$ cat config.mk
export PLATFORM = sky130hd
export DESIGN_NAME = scan_seq_top
export DESIGN_NICKNAME = d
export VERILOG_FILES = /design/src/rtl/scan_seq_pkg.sv /design/src/rtl/scan_cfg_snap.sv /design/src/rtl/scan_step_fsm.sv /design/src/rtl/scan_result_path.sv /design/src/rtl/scan_seq_top.sv
export SDC_FILE = /design/constraint.sdc
export NUM_CORES = 1
export LEC_CHECK = 0
export BUFFER_PORTS_ARGS = -buffer_cell sky130_fd_sc_hd__buf_2
export CAP_MARGIN = 20
export CORE_MARGIN = 2
export CORE_UTILIZATION = 55
export DETAILED_ROUTE_END_ITERATION = 12
export PLACE_DENSITY = 0.83
export SETUP_SLACK_MARGIN = 0.05
export SYNTH_ARGS = -nofsm -noshare
export SYNTH_HDL_FRONTEND = slang
export SYNTH_SLANG_ARGS = --single-unit
$ cat constraint.sdc
create_clock -name clk_i -period 6.7 [get_ports clk_i]
set_clock_uncertainty 0.15 [all_clocks]
set_input_delay 0.67 -clock clk_i [delete_from_list [all_inputs] [get_ports clk_i]]
set_output_delay 0.67 -clock clk_i [all_outputs]
set_load 0.02 [all_outputs]
$ cat src/rtl/scan_seq_pkg.sv
package scan_seq_pkg;
  typedef enum logic [2:0] {
    ST_IDLE,
    ST_ISSUE,
    ST_WAIT,
    ST_EMIT_A,
    ST_EMIT_B,
    ST_DONE
  } scan_state_e;
endpackage

$ cat src/rtl/scan_cfg_snap.sv
module scan_cfg_snap #(
  parameter int NSTEP = 8,
  parameter int CW    = 3,
  localparam int LW    = $clog2(NSTEP),
  localparam int NPAIR = NSTEP / 2
) (
  input  logic                clk_i,
  input  logic                rst_ni,
  input  logic                load_i,
  input  logic                simul_i,
  input  logic [LW-1:0]       len_i,
  input  logic [NSTEP*CW-1:0] chan_i,
  input  logic [NSTEP-1:0]    diff_i,
  output logic                simul_o,
  output logic [LW-1:0]       last_o,
  output logic [NSTEP*CW-1:0] chan_o,
  output logic [NSTEP-1:0]    diff_o,
  output logic [NPAIR-1:0]    clash_o
);
  localparam logic [LW-1:0] PAIR_MAX = LW'(NPAIR - 1);

  logic [LW-1:0] last_d;

  // simultaneous scans hold at most NPAIR pairs
  always_comb begin
    last_d = len_i;
    if (simul_i && (len_i > PAIR_MAX)) last_d = PAIR_MAX;
  end

  always_ff @(posedge clk_i or negedge rst_ni) begin
    if (!rst_ni) begin
      simul_o <= 1'b0;
      last_o  <= '0;
      chan_o  <= '0;
      diff_o  <= '0;
    end else if (load_i) begin
      simul_o <= simul_i;
      last_o  <= last_d;
      chan_o  <= chan_i;
      diff_o  <= diff_i;
    end
  end

  for (genvar p = 0; p < NPAIR; p++) begin : g_clash
    assign clash_o[p] = (chan_o[p*CW +: CW] == chan_o[(p+NPAIR)*CW +: CW]);
  end
endmodule

$ cat src/rtl/scan_step_fsm.sv
module scan_step_fsm
  import scan_seq_pkg::*;
#(
  parameter int NSTEP = 8,
  localparam int LW    = $clog2(NSTEP),
  localparam int NPAIR = NSTEP / 2,
  localparam int PW    = $clog2(NPAIR)
) (
  input  logic             clk_i,
  input  logic             rst_ni,
  input  logic             start_i,
  input  logic             simul_i,
  input  logic [LW-1:0]    last_i,
  input  logic [NPAIR-1:0] clash_i,
  input  logic             got_a_i,
  input  logic             got_b_i,
  output logic             load_o,
  output logic [LW-1:0]    idx_o,
  output logic             start_a_o,
  output logic             start_b_o,
  output logic             emit_a_o,
  output logic             emit_b_o,
  output logic             busy_o,
  output logic             eos_o,
  output logic             err_o
);
  scan_state_e   state_q;
  logic [LW-1:0] idx_q;
  logic          err_q;
  logic [PW-1:0] pidx;
  logic          skip;
  logic          at_last;
  logic          both_in;

  assign pidx    = idx_q[PW-1:0];
  assign skip    = simul_i && clash_i[pidx];
  assign at_last = (idx_q == last_i);
  assign both_in = got_a_i && (got_b_i || !simul_i);

  assign load_o    = (state_q == ST_IDLE) && start_i;
  assign start_a_o = (state_q == ST_ISSUE) && !skip;
  assign start_b_o = (state_q == ST_ISSUE) && !skip && simul_i;
  assign emit_a_o  = (state_q == ST_EMIT_A);
  assign emit_b_o  = (state_q == ST_EMIT_B);
  assign busy_o    = (state_q != ST_IDLE);
  assign eos_o     = (state_q == ST_DONE);
  assign err_o     = err_q;
  assign idx_o     = idx_q;

  always_ff @(posedge clk_i or negedge rst_ni) begin
    if (!rst_ni) begin
      state_q <= ST_IDLE;
      idx_q   <= '0;
      err_q   <= 1'b0;
    end else begin
      unique case (state_q)
        ST_IDLE: if (start_i) begin
          state_q <= ST_ISSUE;
          idx_q   <= '0;
          err_q   <= 1'b0;
        end
        ST_ISSUE: if (skip) begin
          err_q <= 1'b1;
          if (at_last) state_q <= ST_DONE;
          else idx_q <= idx_q + 1'b1;
        end else begin
          state_q <= ST_WAIT;
        end
        ST_WAIT: if (both_in) state_q <= ST_EMIT_A;
        ST_EMIT_A, ST_EMIT_B: begin
          if (state_q == ST_EMIT_A && simul_i) begin
            state_q <= ST_EMIT_B;
          end else if (at_last) begin
            state_q <= ST_DONE;
          end else begin
            idx_q   <= idx_q + 1'b1;
            state_q <= ST_ISSUE;
          end
        end
        ST_DONE: state_q <= ST_IDLE;
        default: state_q <= ST_IDLE;
      endcase
    end
  end

  assert_start_busy_R1: assert property (@(posedge clk_i) disable iff (!rst_ni)
    (!busy_o && start_i) |=> (busy_o && !eos_o));
  assert_busy_hold_R1: assert property (@(posedge clk_i) disable iff (!rst_ni)
    (busy_o && !eos_o) |=> busy_o);
  assert_eos_end_R7: assert property (@(posedge clk_i) disable iff (!rst_ni)
    eos_o |=> (!busy_o && !eos_o));
  assert_pair_clamp_R5: assert property (@(posedge clk_i) disable iff (!rst_ni)
    (busy_o && simul_i) |-> (idx_q < LW'(NPAIR)));
endmodule

$ cat src/rtl/scan_result_path.sv
module scan_result_path #(
  parameter int NSTEP = 8,
  parameter int DW    = 12,
  localparam int LW    = $clog2(NSTEP),
  localparam int NPAIR = NSTEP / 2
) (
  input  logic          clk_i,
  input  logic          rst_ni,
  input  logic          arm_i,
  input  logic          done_a_i,
  input  logic [DW-1:0] data_a_i,
  input  logic          done_b_i,
  input  logic [DW-1:0] data_b_i,
  input  logic          emit_a_i,
  input  logic          emit_b_i,
  input  logic [LW-1:0] idx_i,
  output logic          got_a_o,
  output logic          got_b_o,
  output logic          res_valid_o,
  output logic [LW-1:0] res_slot_o,
  output logic [DW-1:0] res_data_o
);
  logic [DW-1:0] data_a_q, data_b_q;

  always_ff @(posedge clk_i or negedge rst_ni) begin
    if (!rst_ni) begin
      got_a_o  <= 1'b0;
      got_b_o  <= 1'b0;
      data_a_q <= '0;
      data_b_q <= '0;
    end else begin
      if (arm_i) got_a_o <= 1'b0;
      else if (done_a_i) begin
        got_a_o  <= 1'b1;
        data_a_q <= data_a_i;
      end
      if (arm_i) got_b_o <= 1'b0;
      else if (done_b_i) begin
        got_b_o  <= 1'b1;
        data_b_q <= data_b_i;
      end
    end
  end

  assign res_valid_o = emit_a_i || emit_b_i;
  assign res_slot_o  = emit_b_i ? (idx_i + LW'(NPAIR)) : idx_i;
  assign res_data_o  = emit_b_i ? data_b_q : data_a_q;

  assert_emit_after_done_R4: assert property (@(posedge clk_i) disable iff (!rst_ni)
    emit_a_i |-> got_a_o);
  assert_emit_excl_R10: assert property (@(posedge clk_i) disable iff (!rst_ni)
    !(emit_a_i && emit_b_i));
endmodule

$ cat src/rtl/scan_seq_top.sv
module scan_seq_top #(
  parameter int NSTEP = 8,
  parameter int CW    = 3,
  parameter int DW    = 12,
  localparam int LW    = $clog2(NSTEP),
  localparam int NPAIR = NSTEP / 2
) (
  input  logic                clk_i,
  input  logic                rst_ni,
  input  logic                start_i,
  input  logic                simul_i,
  input  logic [LW-1:0]       len_i,
  input  logic [NSTEP*CW-1:0] chan_cfg_i,
  input  logic [NSTEP-1:0]    diff_cfg_i,
  output logic                conv_a_start_o,
  output logic [CW-1:0]       conv_a_chan_o,
  output logic                conv_a_diff_o,
  input  logic                conv_a_done_i,
  input  logic [DW-1:0]       conv_a_data_i,
  output logic                conv_b_start_o,
  output logic [CW-1:0]       conv_b_chan_o,
  output logic                conv_b_diff_o,
  input  logic                conv_b_done_i,
  input  logic [DW-1:0]       conv_b_data_i,
  output logic                res_valid_o,
  output logic [LW-1:0]       res_slot_o,
  output logic [DW-1:0]       res_data_o,
  output logic                busy_o,
  output logic                eos_o,
  output logic                err_o
);
  logic                simul_s;
  logic [LW-1:0]       last_s;
  logic [NSTEP*CW-1:0] chan_s;
  logic [NSTEP-1:0]    diff_s;
  logic [NPAIR-1:0]    clash_s;
  logic                load;
  logic [LW-1:0]       idx;
  logic [LW-1:0]       idx_b;
  logic                got_a, got_b, emit_a, emit_b;

  scan_cfg_snap #(.NSTEP(NSTEP), .CW(CW)) u_cfg (
    .clk_i, .rst_ni,
    .load_i  (load),
    .simul_i (simul_i),
    .len_i   (len_i),
    .chan_i  (chan_cfg_i),
    .diff_i  (diff_cfg_i),
    .simul_o (simul_s),
    .last_o  (last_s),
    .chan_o  (chan_s),
    .diff_o  (diff_s),
    .clash_o (clash_s)
  );

  scan_step_fsm #(.NSTEP(NSTEP)) u_fsm (
    .clk_i, .rst_ni,
    .start_i   (start_i),
    .simul_i   (simul_s),
    .last_i    (last_s),
    .clash_i   (clash_s),
    .got_a_i   (got_a),
    .got_b_i   (got_b),
    .load_o    (load),
    .idx_o     (idx),
    .start_a_o (conv_a_start_o),
    .start_b_o (conv_b_start_o),
    .emit_a_o  (emit_a),
    .emit_b_o  (emit_b),
    .busy_o    (busy_o),
    .eos_o     (eos_o),
    .err_o     (err_o)
  );

  scan_result_path #(.NSTEP(NSTEP), .DW(DW)) u_res (
    .clk_i, .rst_ni,
    .arm_i       (conv_a_start_o),
    .done_a_i    (conv_a_done_i),
    .data_a_i    (conv_a_data_i),
    .done_b_i    (conv_b_done_i),
    .data_b_i    (conv_b_data_i),
    .emit_a_i    (emit_a),
    .emit_b_i    (emit_b),
    .idx_i       (idx),
    .got_a_o     (got_a),
    .got_b_o     (got_b),
    .res_valid_o (res_valid_o),
    .res_slot_o  (res_slot_o),
    .res_data_o  (res_data_o)
  );

  // B takes the upper half of the entry table
  assign idx_b          = idx + LW'(NPAIR);
  assign conv_a_chan_o  = chan_s[idx*CW +: CW];
  assign conv_a_diff_o  = diff_s[idx];
  assign conv_b_chan_o  = chan_s[idx_b*CW +: CW];
  assign conv_b_diff_o  = diff_s[idx_b];

  assert_seq_single_R2: assert property (@(posedge clk_i) disable iff (!rst_ni)
    conv_b_start_o |-> (simul_s && conv_a_start_o));
  assert_pair_distinct_R6: assert property (@(posedge clk_i) disable iff (!rst_ni)
    (conv_a_start_o && conv_b_start_o) |-> (conv_a_chan_o != conv_b_chan_o));
  assert_res_in_scan_R7: assert property (@(posedge clk_i) disable iff (!rst_ni)
    res_valid_o |-> (busy_o && !eos_o));
endmodule

==> results of run 1 <==
power breakdown:
part	internal, mW	switching [mW]
Clock	0.229	0.150
Combinational	0.599	0.539
Sequential	0.628	0.216
Total	1.46	0.905
state kept, by name, indices dropped and copies added (netlist names):
name and count:
u_cfg.chan_o 24, u_res.data_b_q 12, u_cfg.diff_o 8, u_res.got_b_o 1, u_fsm.idx_o 3, u_cfg.last_o 3, u_cfg.simul_o 1, u_fsm.err_o 1
u_fsm.state_q 3, u_res.data_a_q 12, u_res.got_a_o 1
metal layers:
metal / GRT usage / vias up / wire (um)
li1: - / 1099 / -
met1: 0.293 / 1187 / 3150
met2: 0.357 / 58 / 3650
met3: 0.0364 / 12 / 307
met4: 0.0837 / 0 / 134
met5: 0 / - / 0
metrics by stage:
step / utilization / power [mW] / instances / worst slack (ns) / hold WS (ns)
after floorplan: - / 1.71 / 251 / 4.30 / 0.224
after global placement: 0.646 / 1.95 / 410 / 3.77 / 0.305
after detailed placement: 0.646 / 1.99 / 410 / 3.69 / 0.313
after CTS: 0.682 / 2.38 / 426 / 3.32 / 0.332
after global routing: 0.682 / 2.51 / 426 / 3.12 / 0.359
final: 0.682 / 2.36 / 426 / 3.34 / 0.327
worst max path at each step:
stage	to	slack (ns)	depth (start not counted)	from
4_1_cts	conv_b_start_o	3.32	6	u_fsm.idx_o[0]
3_3_place_gp	conv_b_start_o	3.77	6	u_fsm.idx_o[0]
2_1_floorplan	conv_b_start_o	4.30	4	u_fsm.state_q[2]
6_report	conv_b_start_o	3.34	6	u_fsm.idx_o[0]
3_5_place_dp	conv_b_start_o	3.69	6	u_fsm.idx_o[0]
5_1_grt	conv_b_start_o	3.12	6	u_fsm.idx_o[0]
cell usage after synthesis (2+ instances only):
library cell,number
nand2_1,3
mux2_4,20
nand3b_1,2
buf_2,7
nor2b_1,2
buf_6,2
xnor2_1,3
o41ai_2,2
nand2b_1,5
inv_1,6
mux4_2,8
dfrtp_1,69
mux2_2,57
nor3b_2,2
nor2_1,6
nand3_1,3
nor4_4,2
buf_4,3
o21a_1,2
o21ai_0,4
xor2_1,13
a21oi_1,7
or3_1,3
clkbuf_1,3
cell families (layout without fill, tap and decap cells):
| group | count (synthesis) | in the layout | share of synthesized area |
|---|---|---|---|
| flip-flops | 69 | 69 | 0.483 |
| XOR/XNOR | 16 | 16 | 0.0392 |
| multiplexers | 86 | 86 | 0.317 |
| AO/OA/AOI/OAI | 24 | 24 | 0.0532 |
| buffers and inverters | 21 | 119 | 0.0318 |
| adder cells (fa/ha/maj) | 1 | 1 | 0.00350 |
| AND/OR/NAND/NOR | 34 | 34 | 0.0724 |
final cells by class:
cell class	count	area [um2]
clock buffer	12	155
fill	488	2010
clock inverter	4	70.1
timing repair buffer	97	495
tap	77	96.3
sequential	69	1730
inverter	6	22.5
multi-input combinational	161	1740
==> results.json, run 1 <==
{
  "place.gp.congestion": 0.760,
  "crit_family": "simple AND/OR/NAND/NOR gates",
  "hold_buffers": 0,
  "fin_crit_ns": 3.36,
  "yosys_warnings": 0,
  "worst_slew_pin_slew_ns": 0.895,
  "peakVddDrop_v": 0.000268,
  "critPathKind": "flip-flop to primary output",
  "synth_area_leaders": "dfrtp_1 (48%), mux2_2 (18%), mux2_4 (8.4%), mux4_2 (5.0%), xor2_1 (3.2%)",
  "synth_top_area_frac": 0.483,
  "ys_seq_area_frac": 0.483,
  "clockRootBuffer": "clkbuf_8",
  "hp-start": "u_res.got_b_o",
  "fp-row-count": 29,
  "first_iter_violations": 90,
  "core_um2": 6310,
  "path_buf_inv": 1,
  "synth.distinct_cells": 41,
  "antennaDiodeCount": 0,
  "rsz0062_at_grt": "no",
  "dpl_cell_area_um2": 4080,
  "slowest_delay_ns": 0.85,
  "io_pins": 94,
  "via_count": 2356,
  "avgSynthCellArea_um2": 14.2,
  "synth.cell_area_um2": 3570,
  "ant_nets": 0,
  "final_cell_mix": "buf_2 (93), dfrtp_1 (69), mux2_2 (57), mux2_4 (20), xor2_1 (13)",
  "startpoint_type": "flip-flop",
  "initial_core_util": 0.566,
  "max_freq_mhz": 298,
  "slowest_stage": "dfrtp_1",
  "cp.arrival_ns": 2.54,
  "finalSetupViolCount": 0,
  "netlist_instances": 251,
  "finalHoldViolations": 0,
  "syn-num-nets": 317,
  "final_net_count": 410,
  "dr.pass1.iters": 4,
  "maxCapViolCount": 0,
  "final_common_cell": "buf_2",
  "track_usage": 0.218,
  "post_cts_buffers": 0,
  "synth_edf_count": 0,
  "cp.required_ns": 5.88,
  "insertion_delay_ns": 0.34,
  "via_per_inst": 5.53,
  "synthArstFlopShare": 1.00,
  "hpwl_mm": 5.15,
  "grt_pass1_vias": 2513,
  "clk_pin_slew_ns": 0.07,
  "status": "finished, final reports clean",
  "rr_worst_depth": 6,
  "grt_max_degree": 70,
  "numCtsBuffers": 9,
  "io_buffers": 93,
  "grt_pass1_wl_mm": 12.2,
  "htree_levels": 3,
  "crit_chain": "nand2b_1 -> nor4_1 -> nor4_2 -> nor2_1 -> nor2b_1 -> buf_2",
  "drv_slew": 0,
  "yosysTopAreaCell": "dfrtp_1",
  "grt_overflow": 0,
  "synth_seq_cells": 69,
  "min_period_over_period": 0.501,
  "cts_resized": 0,
  "min_to": "u_res.got_b_o",
  "power.density_nw_per_um2": 548,
  "reg2reg_to": "u_res.data_b_q[1]",
  "antenna_found_initial": 0,
  "die_height_um": 84.6,
  "maxSlewHeadroom": 0.402,
  "clock_path_buffers": 2,
  "whs_path_depth": 1,
  "dieArea_um2": 7160,
  "wirelength_mm": 7.24,
  "cp-end-kind": "primary output",
  "wl_per_cell_um": 17.0,
  "route.detailed.drc": 0,
  "hold_path_class": "flip-flop to flip-flop",
  "area_delta_synth_final_pct": 20.4,
  "leakagePower_nw": 2.00,
  "synthFlopType": "dfrtp_1",
  "cts.sinks": 69,
  "crit_fanout": 15,
  "final_area_um2": 4310,
  "layout-drive-gt1-share": 0.596,
  "worstReg2RegStart": "u_fsm.idx_o[0]",
  "die_w_um": 84.6,
  "r2r_slack_ns": 3.90,
  "setup_tns_ns": 0,
  "cts_tree": "built"
}
No activity file was read; power rests on OpenSTA's default activity.
==> run 2, diff against run 1 <==
CORE_UTILIZATION = 53   (was 55)
PLACE_DENSITY = 0.8   (was 0.83)
clock period = 3.3 ns   (was 6.7 ns; I/O delays follow)
==> results.json, run 2 (synthesized netlist as in run 1, its figures left out) <==
{
  "setup_tns_ns": 0,
  "initial_core_util": 0.557,
  "dpl_cell_area_um2": 4110,
  "critPathKind": "flip-flop to primary output",
  "cts_tree": "built",
  "largestRegisters": "u_cfg.chan_o: 24 flops, u_res.data_a_q: 12 flops, u_res.data_b_q: 12 flops",
  "final_util": 0.676,
  "whs_path_depth": 2,
  "finalNonFillerCells": 431,
  "finalHoldViolations": 0,
  "final_area_um2": 4340,
  "rsz0062_at_grt": "no",
  "power.density_nw_per_um2": 1110,
  "clock_path_buffers": 2,
  "clk_pin_slew_ns": 0.08,
  "worst_slew_pin_slew_ns": 0.623,
  "layout-drive-gt1-share": 0.602,
  "drv_slew": 0,
  "maxCapViolCount": 0,
  "area_delta_synth_final_pct": 21.5,
  "post-place-ws_ns": 0.894,
  "insertion_delay_ns": 0.34,
  "max_freq_mhz": 378,
  "grt_max_degree": 29,
  "cts.sinks": 69,
  "dr.pass1.iters": 4,
  "grt_pass1_vias": 2513,
  "finalSetupViolCount": 0,
  "grt_overflow": 0,
  "route.detailed.drc": 0,
  "final_net_count": 415,
  "htree_levels": 3,
  "largest_reg_flops": 24,
  "fin_crit_ns": 2.64,
  "cp.arrival_ns": 2.16,
  "maxSlewHeadroom": 0.585,
  "peakVddDrop_v": 0.000533,
  "reg2reg_to": "u_res.data_b_q[0]",
  "clockRootBuffer": "clkbuf_8",
  "worst_hold_slack_ns": 0.0635,
  "antenna_found_initial": 0,
  "io_pins": 94,
  "startpoint_type": "flip-flop",
  "track_usage": 0.220,
  "min_period_over_period": 0.801,
  "rr_worst_depth": 6,
  "dp.cells": 414,
  "grt_pass1_wl_mm": 12.5,
  "largest_register": "u_cfg.chan_o",
  "core_um2": 6420,
  "place.gp.congestion": 0.817,
  "cp-startpoint": "u_fsm.idx_o[1]",
  "cp.required_ns": 2.82,
  "via_per_inst": 5.49,
  "first_iter_violations": 87,
  "io_buffers": 93,
  "via_count": 2368,
  "wirelength_mm": 7.49,
  "final_cell_mix": "buf_2 (93), dfrtp_1 (69), mux2_2 (57), mux2_4 (20), xor2_1 (13)",
  "cp-end-kind": "primary output",
  "worstReg2RegStart": "u_fsm.idx_o[0]",
  "fp-row-count": 29,
  "r2r_slack_ns": 0.87,
  "die_w_um": 86.1,
  "p_total_mw": 4.83,
  "ant_nets": 0,
  "hold_path_class": "input pin to flip-flop",
  "hpwl_mm": 5.39,
  "die_height_um": 86.1,
  "dieArea_um2": 7420,
  "antennaDiodeCount": 0,
  "wl_per_cell_um": 17.4,
  "leakagePower_nw": 2.02,
  "status": "finished, final reports clean",
  "crit_fanout": 14,
  "numCtsBuffers": 9,
  "setup_ws_ns": 0.657,
  "final_common_cell": "buf_2",
  "crit_path_end": "conv_b_start_o"
}
==> run 2: worst min path at each step <==
stage,startpoint,end
floorplan,rst_ni,u_cfg.chan_o[0]
global placement,rst_ni,u_cfg.chan_o[14]
detailed placement,rst_ni,u_cfg.chan_o[14]
CTS,conv_a_data_i[4],u_res.data_a_q[4]
global route,conv_a_data_i[7],u_res.data_a_q[7]
finish,conv_a_data_i[4],u_res.data_a_q[4]
==> run 2: what timing repair did <==
item | in CTS | in global routing
gates resized for setup | 0 | 0
endpoints found under the setup margin | 0 | 0
setup buffers | 0 | 0
endpoints found under the hold margin | 19 | 0
hold buffers | 1 | 0
==> run 2: area by class of cell <==
| type | instances | area, um2 |
|---|---|---|
| sequential | 69 | 1730 |
| tap | 77 | 96.3 |
| clock inverter | 6 | 86.3 |
| inverter | 6 | 22.5 |
| fill | 499 | 2080 |
| multi-input combinational | 161 | 1740 |
| timing repair buffer | 102 | 536 |
| clock buffer | 10 | 138 |
==> run 2: power breakdown <==
part / switching (mW) / internal, mW / leakage, nW / total [mW]
Clock: 0.321 / 0.445 / 0.112 / 0.766
Sequential: 0.425 / 1.28 / 0.817 / 1.70
Combinational: 1.13 / 1.23 / 1.09 / 2.36
==> run 2: critical path, stage by stage (launching register included) <==
cell and delay (ns):
dfrtp_1 0.74, o41ai_4 0.21, nor4_4 0.41, nor2_1 0.16
nor2b_1 0.13, buf_2 0.17
==> run 2: layer usage <==
metal,GRT usage,share of wire,up-vias,wire [um]
met5,0,0,-,0
met4,0.0823,0.016,0,120
met3,0.0500,0.042,13,317
met2,0.355,0.52,59,3890
met1,0.290,0.42,1191,3160
li1,-,-,1105,-
